===== src/rtl/fnmod_pkg.sv =====
package fnmod_pkg;
  localparam int MASH_ORDER = 3;
  localparam int CORR_W     = 4;
  typedef logic signed [CORR_W-1:0] corr_t;
endpackage


===== src/rtl/fnmod_offset_sat.sv =====
module fnmod_offset_sat #(
  parameter int FRAC_W = 23,
  parameter int MOD_W  = 16
) (
  input  logic              clk,
  input  logic              rst,
  input  logic [FRAC_W-1:0] frac_i,
  input  logic [MOD_W-1:0]  mod_i,
  output logic [FRAC_W-1:0] frac_o
);
  localparam int SUM_W = FRAC_W + 2;
  localparam int EXT_W = SUM_W - MOD_W;

  logic signed [SUM_W-1:0] sum;
  logic signed [SUM_W-1:0] top_lim;

  always_comb begin
    top_lim = $signed({2'b00, {FRAC_W{1'b1}}});
    sum = $signed({2'b00, frac_i}) + $signed({{EXT_W{mod_i[MOD_W-1]}}, mod_i});
    if (sum < 0)
      frac_o = '0;
    else if (sum > top_lim)
      frac_o = '1;
    else
      frac_o = sum[FRAC_W-1:0];
  end


  pos_offset_chk: assert property (@(posedge clk) disable iff (rst)
    !mod_i[MOD_W-1] |-> frac_o >= frac_i);

  neg_offset_chk: assert property (@(posedge clk) disable iff (rst)
    (mod_i[MOD_W-1] || mod_i == '0) |-> frac_o <= frac_i);
endmodule


===== src/rtl/fnmod_mash_stage.sv =====
module fnmod_mash_stage #(
  parameter int W = 23
) (
  input  logic         clk,
  input  logic         rst,
  input  logic         clr,
  input  logic         adv,
  input  logic [W-1:0] in_i,
  output logic [W-1:0] sum_o,
  output logic         carry_o
);
  logic [W-1:0] acc;
  logic [W:0]   wide;

  always_comb begin
    wide    = {1'b0, acc} + {1'b0, in_i};
    sum_o   = wide[W-1:0];
    carry_o = wide[W];
  end

  always_ff @(posedge clk) begin
    if (rst || clr)
      acc <= '0;
    else if (adv)
      acc <= sum_o;
  end


  acc_clear_chk: assert property (@(posedge clk) disable iff (rst)
    clr |=> acc == '0);

  carry_wrap_chk: assert property (@(posedge clk) disable iff (rst)
    carry_o |-> sum_o < in_i);
endmodule


===== src/rtl/fnmod_noise_cancel.sv =====
module fnmod_noise_cancel
  import fnmod_pkg::*;
(
  input  logic  clk,
  input  logic  rst,
  input  logic  clr,
  input  logic  adv,
  input  logic  c1,
  input  logic  c2,
  input  logic  c3,
  output corr_t corr_o
);
  logic c2_d, c3_d, c3_dd;

  always_comb begin
    corr_o = corr_t'({1'b0, c1}) + corr_t'({1'b0, c2}) - corr_t'({1'b0, c2_d})
           + corr_t'({1'b0, c3}) - corr_t'({1'b0, c3_d, 1'b0}) + corr_t'({1'b0, c3_dd});
  end

  always_ff @(posedge clk) begin
    if (rst || clr) begin
      c2_d  <= 1'b0;
      c3_d  <= 1'b0;
      c3_dd <= 1'b0;
    end else if (adv) begin
      c2_d  <= c2;
      c3_d  <= c3;
      c3_dd <= c3_d;
    end
  end


  corr_range_chk: assert property (@(posedge clk) disable iff (rst)
    adv |-> (corr_o >= -4'sd3 && corr_o <= 4'sd4));
endmodule


===== src/rtl/fracn_div_mod.sv =====
module fracn_div_mod
  import fnmod_pkg::*;
#(
  parameter int INT_W  = 8,
  parameter int FRAC_W = 23,
  parameter int MOD_W  = 16
) (
  input  logic              clk,
  input  logic              rst,
  input  logic              en,
  input  logic              chan_wr,
  input  logic [INT_W-1:0]  chan_int,
  input  logic [FRAC_W-1:0] chan_frac,
  input  logic [MOD_W-1:0]  mod_off,
  output logic [INT_W:0]    div_out
);
  localparam int OUT_W = INT_W + 1;

  logic [INT_W-1:0]  int_q;
  logic [FRAC_W-1:0] frac_q;
  logic [FRAC_W-1:0] frac_eff;
  logic              clr, adv;
  logic [FRAC_W-1:0] stage_in  [MASH_ORDER];
  logic [FRAC_W-1:0] stage_sum [MASH_ORDER];
  logic [MASH_ORDER-1:0] carry;
  corr_t             corr;
  logic signed [OUT_W-1:0] div_next;

  assign clr = chan_wr | ~en;
  assign adv = en & ~chan_wr;

  always_ff @(posedge clk) begin
    if (rst) begin
      int_q  <= '0;
      frac_q <= '0;
    end else if (chan_wr) begin
      int_q  <= chan_int;
      frac_q <= chan_frac;
    end
  end

  fnmod_offset_sat #(.FRAC_W(FRAC_W), .MOD_W(MOD_W)) u_sat (
    .clk(clk), .rst(rst), .frac_i(frac_q), .mod_i(mod_off), .frac_o(frac_eff)
  );

  for (genvar k = 0; k < MASH_ORDER; k++) begin : g_stage
    if (k == 0) begin : g_first
      assign stage_in[k] = frac_eff;
    end else begin : g_next
      assign stage_in[k] = stage_sum[k-1];
    end
    fnmod_mash_stage #(.W(FRAC_W)) u_acc (
      .clk(clk), .rst(rst), .clr(clr), .adv(adv),
      .in_i(stage_in[k]), .sum_o(stage_sum[k]), .carry_o(carry[k])
    );
  end

  fnmod_noise_cancel u_nc (
    .clk(clk), .rst(rst), .clr(clr), .adv(adv),
    .c1(carry[0]), .c2(carry[1]), .c3(carry[2]), .corr_o(corr)
  );

  assign div_next = $signed({1'b0, int_q}) + OUT_W'(corr);

  always_ff @(posedge clk) begin
    if (rst)
      div_out <= '0;
    else if (chan_wr)
      div_out <= {1'b0, chan_int};
    else if (!en)
      div_out <= {1'b0, int_q};
    else
      div_out <= $unsigned(div_next);
  end


  wr_load_chk: assert property (@(posedge clk) disable iff (rst)
    chan_wr |=> div_out == {1'b0, $past(chan_int)});

  idle_int_chk: assert property (@(posedge clk) disable iff (rst)
    (!en && !chan_wr) |=> div_out == {1'b0, $past(int_q)});

  corr_window_chk: assert property (@(posedge clk) disable iff (rst)
    (en && !chan_wr) |=> (int'(div_out) + 3 >= int'($past(int_q)) &&
                          int'(div_out) <= int'($past(int_q)) + 4));
endmodule


===== config.mk =====
export PLATFORM = sky130hd
export DESIGN_NAME = fracn_div_mod
export DESIGN_NICKNAME = d
export VERILOG_FILES = /design/src/rtl/fnmod_pkg.sv /design/src/rtl/fnmod_offset_sat.sv /design/src/rtl/fnmod_mash_stage.sv /design/src/rtl/fnmod_noise_cancel.sv /design/src/rtl/fracn_div_mod.sv
export SDC_FILE = /design/constraint.sdc
export NUM_CORES = 1
export LEC_CHECK = 0
export ABC_AREA = 1
export BUFFER_PORTS_ARGS = -buffer_cell sky130_fd_sc_hd__buf_2
export CAP_MARGIN = 25
export CELL_PAD_IN_SITES_DETAIL_PLACEMENT = 0
export CELL_PAD_IN_SITES_GLOBAL_PLACEMENT = 1
export CORE_ASPECT_RATIO = 1.5
export CORE_UTILIZATION = 24
export DETAILED_ROUTE_END_ITERATION = 8
export PLACE_DENSITY = 0.47
export SETUP_SLACK_MARGIN = 0.3
export SLEW_MARGIN = 15
export SYNTH_ARGS = -nofsm -noshare
export SYNTH_HDL_FRONTEND = slang
export SYNTH_SLANG_ARGS = --single-unit
export TNS_END_PERCENT = 1

===== constraint.sdc =====
create_clock -name clk -period 11.4 [get_ports clk]
set_input_delay 3.42 -clock clk [delete_from_list [all_inputs] [get_ports clk]]
set_output_delay 3.42 -clock clk [all_outputs]
set_load 0.01 [all_outputs]

==> impl_metrics.toml, run 1 <==
[global_routing]
grt_pass1_wl_um = 60300
grt_usage_pct = 19.0
grt_antenna_before_repair = 0
grt_max_degree = 34
grt_overflow = 0
first_global_vias = 11600

[timing]
slew_headroom_pct = 54.2
period_share_pct = 93.7
fin_worst_skew_ns = 0.0154
setup_violations = 0
min_period_ns = 10.69
hold_viol_final = 0
rsz0062_at_grt = "no"
finalMaxSlewViolations = 0
fmax_ghz = 0.0936
tightest_slew_ns = 0.680

[floorplan]
rows = 90
die_h_um = 249
die_area_um2 = 41600
boundaryPins = 60
die_w_um = 167
initial_core_util_pct = 24.3
core-area_um2 = 40200

[placement]
hpwl_um = 32200
dp.cells = 2464
place_area_um2 = 13100
gp_congestion = 0.922
port_buffers = 59

[yosys]
synth_mux_area_share_pct = 0
avgSynthCellArea_um2 = 6.15
synth_fa_ha_area_share_pct = 14.6
synth_top_family_by_area = "simple AND/OR/NAND/NOR gates"
yosys_warnings = 0
synth_xor_area_share_pct = 4.21
netlist_area_um2 = 9780
ys_ff_latch = 112
syn-num-nets = 1751
yosysSeqAreaShare_pct = 22.9
synthSimpleGateAreaFrac_pct = 35.5
syn-instance-count = 1590
ys_types = 39
synth_compound_area_share_pct = 12.4

[min_path]
whs_path_depth = 2
worstHoldPathType = "reg -> reg"

[cts]
htreeDepth = 3
clk_latency_ns = 0.39
clock-sinks = 112
cts_tree = "yes"
numCtsBuffers = 9
cts.root.buffer_cell = "clkbuf_16"
path_clk_slew_ns = 0.09
clock_path_buffers = 2

[critical_path]
cpPeakStageDelay_ns = 0.36
cpMostUsedCell = "inv_1"
cp.depth = 59
cp-end-kind = "register"
crit_family = "adder cells"
r2r_start = "frac_q[0]"
cp.required_ns = 11.73
crit_start = "mod_off[0]"
critical_path.max_fanout = 7
r2r_cells = 58
critPathBufInv = 14
criticalPathCategory = "in -> reg"
cp_slowest_cell = "fa_2"
r2r-end = "div_out[8]"
worstSetupStartpointType = "primary input"
endpoint = "div_out[8]"
ff2ff_setup_slack_ns = 3.50
arrival_ns = 11.01

[layout]
multi_input_area_um2 = 7550
seq_area_um2 = 2240
diodes = 0
drive_gt1_share_pct = 30.6
finalNetCount = 2153
syn_to_final_growth_pct = 49.5
final_cells = 2503
post-route-util_pct = 36.4
design_area_um2 = 14600
fillers = 4502

[routing]
maxUsedRoutingLayer = "met4"
first_pass_iters = 4
wl_per_cell_um = 15.5
dr_wl_met3_um = 558
vias_per_cell = 4.45
wirelength_met1_um = 14300
met2_length_um = 21800
antenna_left = 0
first_iter_violations = 392
drc_errors = 0
vias = 11100
drt_wl_total_um = 38800

[status]
outcome = "complete, no violations"

[power]
powerDensity_nw_per_um2 = 124
irDropWorstVdd_uv = 67.3
p_leak_nw = 7.76

[run]
cap_viol_max_count = 0
-- worst min-delay path by stage --
stage | from | to | slack [ns]
2_1_floorplan | frac_q[22] | frac_q[22] | 0.45
3_3_place_gp | u_nc.c3_d | u_nc.c3_dd | 0.48
3_5_place_dp | u_nc.c3_d | u_nc.c3_dd | 0.48
4_1_cts | u_nc.c3_d | u_nc.c3_dd | 0.49
5_1_grt | u_nc.c3_d | u_nc.c3_dd | 0.52
6_report | u_nc.c3_d | u_nc.c3_dd | 0.48
-- synth_stat cells, drive strengths merged --
library cell  number  area [um^2]
a21boi             4         33.8
a21o               1         7.51
a21oi            121          609
a31oi              3         18.8
and2              11         68.8
and3               1         6.26
buf                8         57.6
clkbuf            12         45.0
dfxtp            112         2240
fa                 7          140
ha               103         1290
inv              244          916
nand2            456         1730
nand3             74          390
nand3b            16          120
nand4             35          219
nor2             212          806
nor3              14         85.1
nor3b              3         27.5
nor4               3         18.8
o21a               3         22.5
o21ai             94          474
o21bai             5         37.5
o22ai              1         6.26
xnor2             20          175
xor2              27          236
-- sequential cells by signal, summed over array words and instances (netlist names) --
name	cells
div_out	9
int_q	8
u_nc.c3_d	1
g_stage.u_acc.acc	69
u_nc.c3_dd	1
u_nc.c2_d	1
frac_q	23
-- kinds of logic after synthesis --
logic type | after synthesis
xor gates and xnor gates | 47
AOI/OAI and AO/OA | 232
adders and majority gates | 110
and+or+nand+nor | 825
buffers and inverters | 264
DFF | 112
-- cell type report --
| cell class | instances | share of cell area (%) |
|---|---|---|
| repair buffers | 410 | 20.3 |
| flip-flops and latches | 112 | 15.3 |
| inverters | 244 | 6.26 |
| well taps | 506 | 4.33 |
| clock inverters | 7 | 0.608 |
| clock buffers | 9 | 1.54 |
| multi-input cells | 1215 | 51.6 |
-- routing by layer --
metal	track usage, %	up-vias
li1	-	5875
met4	10.7	0
met5	0	-
met2	39.3	137
met1	17.8	5033
met3	1.83	81
-- through the flow --
stage | total power (W) | hold WS, ns | setup slack, ns | TNS, ns
3_3_place_gp | 0.00133 | 0.477 | -0.610 | -3.51
6_report | 0.00181 | 0.483 | 0.714 | 0
3_5_place_dp | 0.00133 | 0.478 | -0.653 | -4.00
4_1_cts | 0.00175 | 0.491 | 0.282 | 0
2_1_floorplan | 0.000888 | 0.451 | 0.845 | 0
5_1_grt | 0.00195 | 0.523 | 0.216 | 0
-- report_power, final --
part | total, W | switching (W) | leakage, nW | internal (W)
logic | 0.00101 | 0.000535 | 6.68 | 0.000472
registers | 0.000432 | 0.0000150 | 0.916 | 0.000417
clock network | 0.000369 | 0.000193 | 0.155 | 0.000176
-- worst min-delay path, cell delays in order, from the launching register on --
cell and delay [ns]:
dfxtp_1 0.31, inv_1 0.09, nor2_1 0.05
-- cell usage in the layout, fill, tap and decap left out, types with 16 or more instances in the layout --
master	count
a21oi_1	96
inv_1	230
nand3_1	59
nand2_1	425
buf_2	58
nand4_1	35
ha_1	64
buf_4	347
nor2_2	20
ha_4	33
xnor2_1	18
xor2_1	18
o21ai_0	75
nor2_1	186
nand2_2	29
a21oi_2	23
dfxtp_1	112
nand3b_1	16
-- what timing repair did --
action | 4_1_cts | 5_1_grt
gates cloned | 1 | 0
setup buffers | 4 | 18
hold buffers | 0 | 0
gates resized for setup | 61 | 150
pin swaps | 13 | 50
setup endpoints to repair | 7 | 7
No activity file was read; power rests on OpenSTA's default activity.
==> run 2: changes to the inputs <==
--- a/config.mk
+++ b/config.mk
@@ -13,8 +13,7 @@
 export CORE_ASPECT_RATIO = 1.5
 export CORE_UTILIZATION = 24
 export DETAILED_ROUTE_END_ITERATION = 8
-export PLACE_DENSITY = 0.47
-export SETUP_SLACK_MARGIN = 0.3
+export PLACE_DENSITY = 0.49
 export SLEW_MARGIN = 15
 export SYNTH_ARGS = -nofsm -noshare
 export SYNTH_HDL_FRONTEND = slang
==> constraint.sdc (replaced) <==
create_clock -name clk -period 9.3 [get_ports clk]
set_input_delay 2.79 -clock clk [delete_from_list [all_inputs] [get_ports clk]]
set_output_delay 2.79 -clock clk [all_outputs]
set_load 0.01 [all_outputs]
==> run 2 against run 1 <==
Net effect:
- the run now ends with negative setup slack left
- total power up 30%
- combinational power up 36%
- clock power up 21%
- count of clock-buffer cells in the layout up 1
- largest cell class unchanged
==> impl_metrics.toml, run 2 (synthesized netlist as in run 1, its figures left out) <==
[cts]
htreeDepth = 3
hold_buffers = 0
cts_tree = "yes"
numCtsBuffers = 9
clk_latency_ns = 0.40
cts.root.buffer_cell = "clkbuf_16"
path_clk_slew_ns = 0.10
clock_path_buffers = 2
clock-sinks = 112

[layout]
syn_to_final_growth_pct = 60.8
multi_input_area_um2 = 8070
drive_gt1_share_pct = 36.9
largest_register_ffs = 69
seq_area_um2 = 2240
top_regs = "g_stage.u_acc.acc (69), frac_q (23), div_out (9)"
design_area_um2 = 15700
finalNetCount = 2224
diodes = 0
layout_commonest_cell = "buf_4"
layout_common_cells = "415 x buf_4, 389 x nand2_1, 222 x inv_1"
regMostFlops = "g_stage.u_acc.acc"
fillers = 4372

[critical_path]
cpMostUsedCell = "buf_4"
cp-end-kind = "register"
cp.required_ns = 9.60
arrival_ns = 10.17
cp_slowest_cell = "fa_2"
crit_start = "mod_off[0]"
critical_path.max_fanout = 8
cpPeakStageDelay_ns = 0.38
worstSetupStartpointType = "primary input"
ff2ff_setup_slack_ns = 1.49
r2r_start = "frac_q[0]"
criticalPathCategory = "in -> reg"

[routing]
first_iter_violations = 378
dr_wl_met3_um = 450
maxUsedRoutingLayer = "met4"
vias = 11400
wl_per_cell_um = 15.2
vias_per_cell = 4.44
antenna_left = 0
drt_wl_total_um = 39000
drc_errors = 0
wirelength_met1_um = 14300
met2_length_um = 22600
first_pass_iters = 6

[placement]
gp_congestion = 0.863
port_buffers = 59
dp_slack_ns = -1.88
hpwl_um = 31600
place_area_um2 = 13700

[power]
power.total_w = 0.00235
irDropWorstVdd_uv = 94.5
p_leak_nw = 8.24
powerDensity_nw_per_um2 = 149

[timing]
setup_ws_ns = -0.572
setup_violations = 8
period_share_pct = 106
fmax_ghz = 0.101
fin_worst_skew_ns = 0.0146
finalMaxSlewViolations = 0
setup_tns_ns = -3.68
hold_viol_final = 0
slew_headroom_pct = 52.4
min_period_ns = 9.87
rsz0062_at_grt = "yes"
tightest_slew_ns = 0.707

[global_routing]
grt_usage_pct = 19.2
grt_max_degree = 50
grt_pass1_wl_um = 61500
grt_antenna_before_repair = 0
grt_overflow = 0
first_global_vias = 12000

[floorplan]
core-area_um2 = 40200
initial_core_util_pct = 24.3
boundaryPins = 60
rows = 90
die_w_um = 167
die_h_um = 249
die_area_um2 = 41600

[run]
cap_viol_max_count = 0

[status]
violations = "negative setup slack"
outcome = "finished with violations"

[min_path]
worstHoldPathType = "reg -> reg"
worstHoldStart = "u_nc.c3_d"
## run 2: cell types whose count changed in the layout (fill, tap and decap cells not counted), moves of 6 or more
cell     before  now
nand2_1     425  389
ha_4         33   48
nand2_2      29   53
inv_1       230  222
nand2_4       3   13
nor2_1      186  180
buf_4       347  415
ha_1         64   50
## run 2: area by class of cell
| type | count | area share (%) |
|---|---|---|
| multi-input combinational | 1215 | 51.3 |
| clock buffer | 10 | 1.52 |
| sequential | 112 | 14.3 |
| inverter | 244 | 5.87 |
| clock inverter | 6 | 0.461 |
| timing repair buffer | 481 | 22.6 |
| tap | 506 | 4.03 |
## run 2: final timing paths
kind | to | cells after the start
worst max register to register | g_stage[2].u_acc.acc[19] | 65
worst min-delay path | u_nc.c3_dd | 2
worst min register to register | u_nc.c3_dd | 2
worst max-delay path | g_stage[2].u_acc.acc[19] | 66
## run 2: per-stage QoR
stage	instances	hold slack (ns)	util, %
after global routing	2574	0.532	39.1
after detailed placement	2511	0.479	34.1
after CTS	2566	0.486	37.5
after global placement	2511	0.477	34.1
final	2574	0.483	39.1
after floorplan	1590	0.451	-
## run 2: layer usage
| metal | vias up | GRT usage [%] |
|---|---|---|
| met4 | 0 | 9.10 |
| met1 | 5214 | 18.3 |
| met3 | 61 | 1.60 |
| met5 | - | 0 |
| met2 | 120 | 40.2 |
| li1 | 6025 | - |
## run 2: what timing repair did
action                     CTS  global route
pin swaps                   59            67
cloned                       2             0
resized for setup          160           119
setup endpoints to repair    9            10
buffers inserted            37             8
## run 2: critical path: cells and delay by family
family,cells,cell delay (ns)
xor+xnor,1,0.15
simple gates,23,1.84
fa+ha+maj,6,1.60
compound gates,4,0.51
buf+inv,32,3.30
## run 2: power breakdown
part	total [W]	switching (W)	internal, W
logic	0.00137	0.000700	0.000672
clock network	0.000446	0.000245	0.000201
registers	0.000531	0.0000199	0.000511
total	0.00235	0.000965	0.00138
==> run 3: changes to the inputs <==
--- a/config.mk
+++ b/config.mk
@@ -13,7 +13,7 @@
 export CORE_ASPECT_RATIO = 1.5
 export CORE_UTILIZATION = 24
 export DETAILED_ROUTE_END_ITERATION = 8
-export PLACE_DENSITY = 0.49
+export PLACE_DENSITY = 0.47
 export SLEW_MARGIN = 15
 export SYNTH_ARGS = -nofsm -noshare
 export SYNTH_HDL_FRONTEND = slang
==> constraint.sdc (replaced) <==
create_clock -name clk -period 12.4 [get_ports clk]
set_input_delay 3.72 -clock clk [delete_from_list [all_inputs] [get_ports clk]]
set_output_delay 3.72 -clock clk [all_outputs]
set_load 0.01 [all_outputs]
==> run 3 against run 2 <==
Net effect:
- the flow now finishes without violations
- total power is 40% lower
- sequential share of layout area is 4.6 points higher
- non-clock buffer count is 307 lower
- die area stayed put
- wire length is 6.1% lower
- cell count is 12% lower
- utilization is 9.5 points lower
- flip-flop and latch count stayed put
- first-iteration DRC count is 11% higher
- critical endpoint is now div_out[5]
- largest cell class unchanged
- largest power group unchanged
==> impl_metrics.toml, run 3 (synthesized netlist as in run 1, its figures left out) <==
[min_path]
whs_path_depth = 2
worstHoldPathType = "reg -> reg"

[cts]
clock_path_buffers = 2
cts_tree = "yes"
clock-sinks = 112
clk_latency_ns = 0.39
cts.root.buffer_cell = "clkbuf_16"
path_clk_slew_ns = 0.09
numCtsBuffers = 9
htreeDepth = 3
hold_buffers = 0

[global_routing]
grt_antenna_before_repair = 0
grt_max_degree = 49
grt_usage_pct = 18.3
grt_pass1_wl_um = 58000
grt_overflow = 0
first_global_vias = 10900

[critical_path]
cpMostUsedCell = "nand2_1"
endpoint = "div_out[5]"
cp-end-kind = "register"
crit_start = "mod_off[0]"
cp_slowest_cell = "fa_1"
critical_path.max_fanout = 8
r2r_cells = 61
cpPeakStageDelay_ns = 0.40
cp.required_ns = 12.69
criticalPathCategory = "in -> reg"
r2r_start = "frac_q[0]"
ff2ff_setup_slack_ns = 3.89
r2r-end = "div_out[5]"
worstSetupStartpointType = "primary input"
arrival_ns = 11.92

[layout]
layout_commonest_cell = "nand2_1"
largest_register_ffs = 69
drive_gt1_share_pct = 13.4
post-route-util_pct = 29.6
regMostFlops = "g_stage.u_acc.acc"
finalNetCount = 1917
layout_common_cells = "448 x nand2_1, 237 x inv_1, 204 x nor2_1"
syn_to_final_growth_pct = 21.7
top_regs = "g_stage.u_acc.acc (69), frac_q (23), div_out (9)"
design_area_um2 = 11900
diodes = 0

[power]
p_leak_nw = 6.50
irDropWorstVdd_uv = 66.9
power.total_w = 0.00141
powerDensity_nw_per_um2 = 119

[floorplan]
core-area_um2 = 40200
die_h_um = 249
die_w_um = 167
initial_core_util_pct = 24.3
boundaryPins = 60
die_area_um2 = 41600
rows = 90

[routing]
first_iter_violations = 420
drc_errors = 0
wl_per_cell_um = 16.2
vias = 10200
vias_per_cell = 4.50
first_pass_iters = 6
drt_wl_total_um = 36700
antenna_left = 0

[placement]
gp_congestion = 0.828
hpwl_um = 30500
port_buffers = 59
place_area_um2 = 11500

[timing]
min_period_ns = 11.62
setup_violations = 0
fmax_ghz = 0.0860
setup_tns_ns = 0
hold_viol_final = 0
slew_headroom_pct = 54.4
fin_worst_skew_ns = 0.0137
period_share_pct = 93.7
tightest_slew_ns = 0.678
finalMaxSlewViolations = 0

[status]
outcome = "complete, no violations"

[run]
cap_viol_max_count = 0
## run 3: cell types whose count changed in the layout (fill, tap and decap cells not counted), sizes merged
cell | previous run | this run
buf | 481 | 174
bufinv | 0 | 1
clkinv | 4 | 2
## run 3: worst min-delay path by stage
stage	start	endpoint	slack, ns
6_report	u_nc.c3_d	u_nc.c3_dd	0.48
2_1_floorplan	frac_q[22]	frac_q[22]	0.45
3_3_place_gp	u_nc.c3_d	u_nc.c3_dd	0.48
5_1_grt	u_nc.c3_d	u_nc.c3_dd	0.52
4_1_cts	u_nc.c3_d	u_nc.c3_dd	0.49
3_5_place_dp	u_nc.c3_d	u_nc.c3_dd	0.48
## run 3: per-layer routing
layer	global-route usage, %	routed length [um]	up-vias
li1	-	-	5404
met1	18.0	13900	4595
met2	36.5	20300	132
met3	1.87	609	75
met4	10.0	1860	0
met5	0	0	-
## run 3: final cells by class
type                            count  area (um^2)
Inverter                          244          916
Clock inverter                      5         63.8
Clock buffer                       10          239
Sequential cell                   112         2240
Tap cell                          506          633
Multi-Input combinational cell   1215         6640
Fill cell                        4599        28300
Timing Repair Buffer              174         1170
## run 3: repair_timing
item | CTS | global route
setup endpoints to repair | 0 | 7
setup buffers | 0 | 4
gates resized for setup | 0 | 32
## run 3: report_power, final
| part | switching, W | total (W) | internal, W | leakage (nW) |
|---|---|---|---|---|
| combinational | 0.000419 | 0.000683 | 0.000265 | 5.43 |
| sequential | 0.0000105 | 0.000394 | 0.000383 | 0.916 |
| clock | 0.000170 | 0.000334 | 0.000164 | 0.151 |
## run 3: worst max-delay path: cells and delay by family
family / cells / cell delay, ns
AO/OA/AOI/OAI: 4 / 0.60
AND/OR/NAND/NOR: 35 / 3.42
adder cells (fa/ha/maj): 11 / 3.26
XOR/XNOR: 1 / 0.16
buffers and inverters: 11 / 0.74
## run 3: metrics by stage
stage	hold slack (ns)	cells	setup slack [ns]
floorplan	0.451	1590	1.55
global placement	0.479	2246	-0.124
detailed placement	0.476	2246	-0.186
CTS	0.488	2261	0.238
global route	0.521	2266	-0.0105
finish	0.482	2266	0.778
